$ cat src/rtl/pha_pkg.sv
package pha_pkg;

    typedef struct packed {
        logic s;
        logic c;
    } ha_out_t;

    function automatic ha_out_t half_add(input logic x, input logic y);
        ha_out_t r;
        r.s = x ^ y;
        r.c = x & y;
        return r;
    endfunction

    // first bit of row k inside the flat vector of all row carries
    function automatic int row_base(input int n, input int k);
        return k * n - (k * (k - 1)) / 2;
    endfunction

    // first bit of stage k inside the flat vector of registered carries
    function automatic int creg_base(input int n, input int k);
        return k * (n - 1) - (k * (k - 1)) / 2;
    endfunction

endpackage

$ cat src/rtl/pha_row.sv
module pha_row #(
    parameter int W = 4
) (
    input  logic [W-1:0] x,
    input  logic [W-1:0] y,
    output logic [W-1:0] s,
    output logic [W-1:0] c
);
    import pha_pkg::*;

    for (genvar j = 0; j < W; j++) begin : g_ha
        ha_out_t r;
        assign r    = half_add(x[j], y[j]);
        assign s[j] = r.s;
        assign c[j] = r.c;
    end

endmodule

$ cat src/rtl/pha_stage.sv
module pha_stage #(
    parameter int WIDTH = 8,
    parameter int LVL   = 0,
    localparam int ROW  = WIDTH - LVL
) (
    input  logic             clk,
    input  logic             rst_n,
    input  logic             v_in,
    input  logic [WIDTH-1:0] sum_in,
    input  logic [ROW-1:0]   add_in,
    input  logic             cout_in,
    output logic             v_q,
    output logic [WIDTH-1:0] sum_q,
    output logic             cout_q,
    output logic [ROW-1:0]   row_carry
);
    logic [ROW-1:0]   row_sum;
    logic [WIDTH-1:0] sum_nxt;

    pha_row #(.W(ROW)) u_row (
        .x (sum_in[WIDTH-1:LVL]),
        .y (add_in),
        .s (row_sum),
        .c (row_carry)
    );

    if (LVL == 0) begin : g_first
        assign sum_nxt = row_sum;
    end else begin : g_later
        assign sum_nxt = {row_sum, sum_in[LVL-1:0]};
    end

    always_ff @(posedge clk) begin
        if (!rst_n) begin
            v_q    <= 1'b0;
            sum_q  <= '0;
            cout_q <= 1'b0;
        end else begin
            v_q    <= v_in;
            sum_q  <= sum_nxt;
            cout_q <= cout_in | row_carry[ROW-1];
        end
    end

endmodule

$ cat src/rtl/pha_adder.sv
module pha_adder #(
    parameter int WIDTH = 8
) (
    input  logic             clk,
    input  logic             rst_n,
    input  logic             in_valid,
    input  logic [WIDTH-1:0] in_a,
    input  logic [WIDTH-1:0] in_b,
    output logic             out_valid,
    output logic [WIDTH-1:0] out_sum,
    output logic             out_carry
);
    localparam int RC_W = (WIDTH * (WIDTH + 1)) / 2;
    localparam int CR_W = (WIDTH * (WIDTH - 1)) / 2;

    logic [WIDTH-1:0] v_vec;
    logic [WIDTH-1:0] co_vec;
    logic [WIDTH-1:0] s_arr [WIDTH];
    logic [RC_W-1:0]  row_c;
    logic [CR_W-1:0]  creg;

    for (genvar k = 0; k < WIDTH; k++) begin : g_stg
        localparam int ROW = WIDTH - k;
        localparam int RB  = pha_pkg::row_base(WIDTH, k);
        localparam int CB  = pha_pkg::creg_base(WIDTH, k);

        logic             v_src;
        logic [WIDTH-1:0] s_src;
        logic [ROW-1:0]   a_src;
        logic             c_src;

        if (k == 0) begin : g_head
            assign v_src = in_valid;
            assign s_src = in_a;
            assign a_src = in_b;
            assign c_src = 1'b0;
        end else begin : g_body
            localparam int PCB = pha_pkg::creg_base(WIDTH, k - 1);
            assign v_src = v_vec[k-1];
            assign s_src = s_arr[k-1];
            assign a_src = creg[PCB +: ROW];
            assign c_src = co_vec[k-1];
        end

        pha_stage #(.WIDTH(WIDTH), .LVL(k)) u_stage (
            .clk       (clk),
            .rst_n     (rst_n),
            .v_in      (v_src),
            .sum_in    (s_src),
            .add_in    (a_src),
            .cout_in   (c_src),
            .v_q       (v_vec[k]),
            .sum_q     (s_arr[k]),
            .cout_q    (co_vec[k]),
            .row_carry (row_c[RB +: ROW])
        );

        // carries below the top one move on to the next, narrower row
        if (k < WIDTH - 1) begin : g_creg
            always_ff @(posedge clk) begin
                if (!rst_n) creg[CB +: ROW-1] <= '0;
                else        creg[CB +: ROW-1] <= row_c[RB +: ROW-1];
            end
        end
    end

    assign out_valid = v_vec[WIDTH-1];
    assign out_sum   = s_arr[WIDTH-1];
    assign out_carry = co_vec[WIDTH-1];

endmodule

$ cat config.mk
export PLATFORM = sky130hd
export DESIGN_NAME = pha_adder
export DESIGN_NICKNAME = d
export VERILOG_FILES = /design/src/rtl/pha_pkg.sv /design/src/rtl/pha_row.sv /design/src/rtl/pha_stage.sv /design/src/rtl/pha_adder.sv
export SDC_FILE = /design/constraint.sdc
export NUM_CORES = 1
export LEC_CHECK = 0
export CORE_UTILIZATION = 40
export CTS_CLUSTER_SIZE = 10
export DETAILED_ROUTE_END_ITERATION = 8
export PLACE_DENSITY = 0.62
export SLEW_MARGIN = 20
export SYNTH_ARGS = -nofsm -noshare
export SYNTH_HDL_FRONTEND = slang
export SYNTH_SLANG_ARGS = --single-unit
$ cat constraint.sdc
create_clock -name clk -period 1 [get_ports clk]
set_input_delay 0.1 -clock clk [delete_from_list [all_inputs] [get_ports clk]]
set_output_delay 0.1 -clock clk [all_outputs]
set_load 0.01 [all_outputs]
==> summary.md <==
| Metric | Value |
|---|---|
| RSZ-0062 raised after global routing | `no` |
| Count leader, synth | `dfxtp_1` |
| Simple-gate share of the synthesized area | `a little under a fifth` |
| Diodes inserted | `0` |
| Fmax | `1.143 GHz` |
| Slew @ Worst Pin | `roughly 0.19 ns` |
| Initial Utilization | `41.23%` |
| CP startpoint | `g_stg[7].u_stage.sum_q[2]` |
| CTS Hold Bufs | `0` |
| Global-route wire length before repair | `~5600 microns` |
| Reg-to-Reg Start | `g_stg[6].a_src[0]` |
| CTS Buf Count | `9` |
| Slew HR | `between 80% and 90%` |
| Switching share of power | `19.22%` |
| Worst R2R Setup Slack | `approximately 0.15 ns` |
| Vias in the first global route | `~1,300` |
| Share of cells above drive strength 1 | `under 10%` |
| DRT iter0 DRCs | `26` |
| Worst Setup End Kind | `output port` |
| Yosys top cell by area | `dfxtp_1` |
| Internal power | `5955 uW` |
| Synth Area in Adders | `13.36%` |
| Setup violations, final | `0` |
| CP Launch Type | `register` |
| Root Buffer | `clkbuf_8` |
| CORE AREA | `between 8000 and 9000 sq um` |
| Cell Rows | `33` |
| DR WL/cell | `between 7 and 8 microns` |
| Switching pwr | `~1400 uW` |
| All-Layer GR Usage | `between 8 and 9%` |
| Final cycle utilization of the critical path | `approximately 90%` |
| Post-Syn Area | `3371 sq um` |
| Area occupied by registers | `2162 sq um` |
| Worst-skew pair later-pin latency | `around 0.34 ns` |
| Mapped Cells | `approximately 260` |
| Async SR Flop Fraction | `0%` |
| Status | `complete, no violations` |
| Vias per inst | `4.020` |
| Detailed Route WL | `about 3200 microns` |
| Synth-to-Final Area Change | `15.66%` |
| WP data required | `around 0.90 ns` |
| Synth Flop Type | `dfxtp_1` |
| Die H | `between 90 and 100 microns` |
| Sequential share of power | `around three fifths` |
| Number of buffers and inverters on the critical path | `1` |
| Largest cells by area after synthesis | `dfxtp_1, and2_1, ha_1, o21a_1, buf_2` |
| Vias | `between 1,500 and 2,000` |
| Post-route ant nets | `0` |
| Clk pwr share | `between 30% and 40%` |
| Setup_tns | `0 ns` |
| CTS tree | `done` |
| Post-synth EDFFs | `0` |
| Sequential fraction of the synthesis area | `between 60% and 70%` |
| Count of cell types in the netlist | `6` |
| Total grt overflow | `0` |
| Worst vdd ir | `between 0.0008 and 0.0009 V` |
| PwrDens | `around 1900 nW/um^2` |
| Final net count | `348` |
| Post-DP HPWL | `approximately 1900 microns` |
| Htree depth | `3` |
| Final Slew Violations | `0` |
| Worst-path maximum fanout | `1` |
| Hold_sp | `rst_n` |
| Gate power share | `between 3 and 4%` |
| Worst path max stage delay | `0.32 ns` |
| Syn nets | `318` |
| CP delay by family, top | `flip-flops` |
| Die Area | `just under 9000 sq um` |
| Hold Crit Class | `in2reg` |
| Synth top cells by count | `dfxtp_1, and2_1, ha_1` |
| LEAKAGE | `0.001798 uW` |
| Mean post-synth cell area | `~13 sq um` |
| CP max-delay cell | `dfxtp_1` |
| Post-CTS Setup Bufs | `0` |
| IO Pins | `29` |
| Tmin final | `0.8752 ns` |
| Yosys warning total | `0` |
| Router iterations before antenna repair | `2` |
| Initial antenna violation count | `0` |
| DRC violations left | `0` |
| Multi-input logic area | `~1100 sq um` |
| Largest family of logic cells by synthesized area | `simple AND/OR/NAND/NOR gates` |
| Cells along the critical path | `buf_2` |
| Clk slew on worst S/H paths | `roughly 0.090 ns` |
| Worst hold slack | `0.2032 ns` |
| Synth top area share | `about 64%` |
| Max Cap Viol | `0` |
| Fin. Hold Viols | `0` |
| Fill cells | `around 750` |
| Buffers on Ports | `28` |
| Multiplexer share of the synthesized area | `0%` |
| Routability cong. | `about 0.61` |
| Num Clock Sinks | `~110` |
| Synth Area in Compound Gates | `1.559%` |
| Skew final | `roughly 0.0095 ns` |
| Crit path kind | `reg2out` |
| Synthesized flop and latch total | `108` |
| Post-Synth XOR/XNOR Area | `0%` |
| Pin count of the biggest net entering global routing | `67` |
| CTS Buffer Depth | `2` |
| Crit path arrival time | `approximately 0.8 ns` |
| Die width | `93.80 microns` |
[flip-flops by register name, indices dropped and copies added (netlist names)]
signal	flops
g_stg.u_stage.sum_q	64
g_stg.u_stage.cout_q	8
g_stg.u_stage.v_q	8
g_stg.a_src	28
[metrics by stage]
| step | worst slack, ns | power, uW | instances | util, % | area, sq um |
|---|---|---|---|---|---|
| after floorplan | 0.2019 | 4688 | 263 | - | 3371 |
| after global placement | -0.04116 | 4792 | 387 | 45.79 | 3744 |
| after detailed placement | -0.06014 | 4803 | 387 | 45.79 | 3744 |
| after CTS | 0.001452 | 7490 | 402 | 48.38 | 3955 |
| after global routing | 0.06339 | 7701 | 402 | 47.69 | 3899 |
| final | 0.1248 | 7372 | 402 | 47.69 | 3899 |
[tightest hold or removal path: stages]
cell	delay, ns
buf_2	0.13
buf_12	0.16
o21a_1	0.10
[power by group through the flow]
| stage | Clock [uW] | Sequential (uW) | Combinational, uW |
|---|---|---|---|
| finish | 2680 | 4440 | 254 |
| global route | 2950 | 4450 | 304 |
| CTS | 2790 | 4440 | 266 |
| detailed placement | 0 | 4540 | 265 |
| global placement | 0 | 4540 | 256 |
| floorplan | 0 | 4530 | 156 |
[cell families after synthesis]
group / count (synthesis)
DFF: 108
buffers and inverters: 11
and+or+nand+nor: 101
adders and majority gates: 36
AOI/OAI and AO/OA: 7
[layout by cell type (no fill, tap or decap)]
master           netlist  routed
clkbuf_8               0       9
buf_12                 0       2
bufinv_16              0       2
clkinvlp_4             0       1
clkinv_2               0       2
ha_1                  36      36
clkbuf_1               0       1
and2_1               101     101
o21a_1                 7       7
dfxtp_1              108     108
clkbuf_2               0       5
clkdlybuf4s50_1        0      17
buf_2                  8       6
[routing by layer]
layer,routed length (microns),track usage [%],share of wire (%)
met4,79,5.769,2.5
met5,0,0,0
met3,161,3.155,5.0
met2,1360,12.29,42
met1,1611,9.959,50
[area by class of cell]
class,instances,share of cell area [%]
Clock inverter,5,1.990
Multi-Input combinational cell,144,29.11
Clock buffer,10,3.273
Sequential cell,108,55.46
Tap cell,105,3.370
Timing Repair Buffer,30,6.804
[path summary, 6_finish.rpt]
path / endpoint / cells after the start
hold reg to reg: g_stg[1].u_stage.cout_q / 1
setup / recovery: out_sum[2] / 1
hold / removal: g_stg[3].u_stage.cout_q / 3
setup reg to reg: g_stg[6].u_stage.sum_q[6] / 2
[what timing repair did]
item | in CTS | in global routing
hold endpoints to repair | 0 | 0
endpoints found under the setup margin | 10 | 10
gates resized for setup | 25 | 10
No activity file was read; power rests on OpenSTA's default activity.
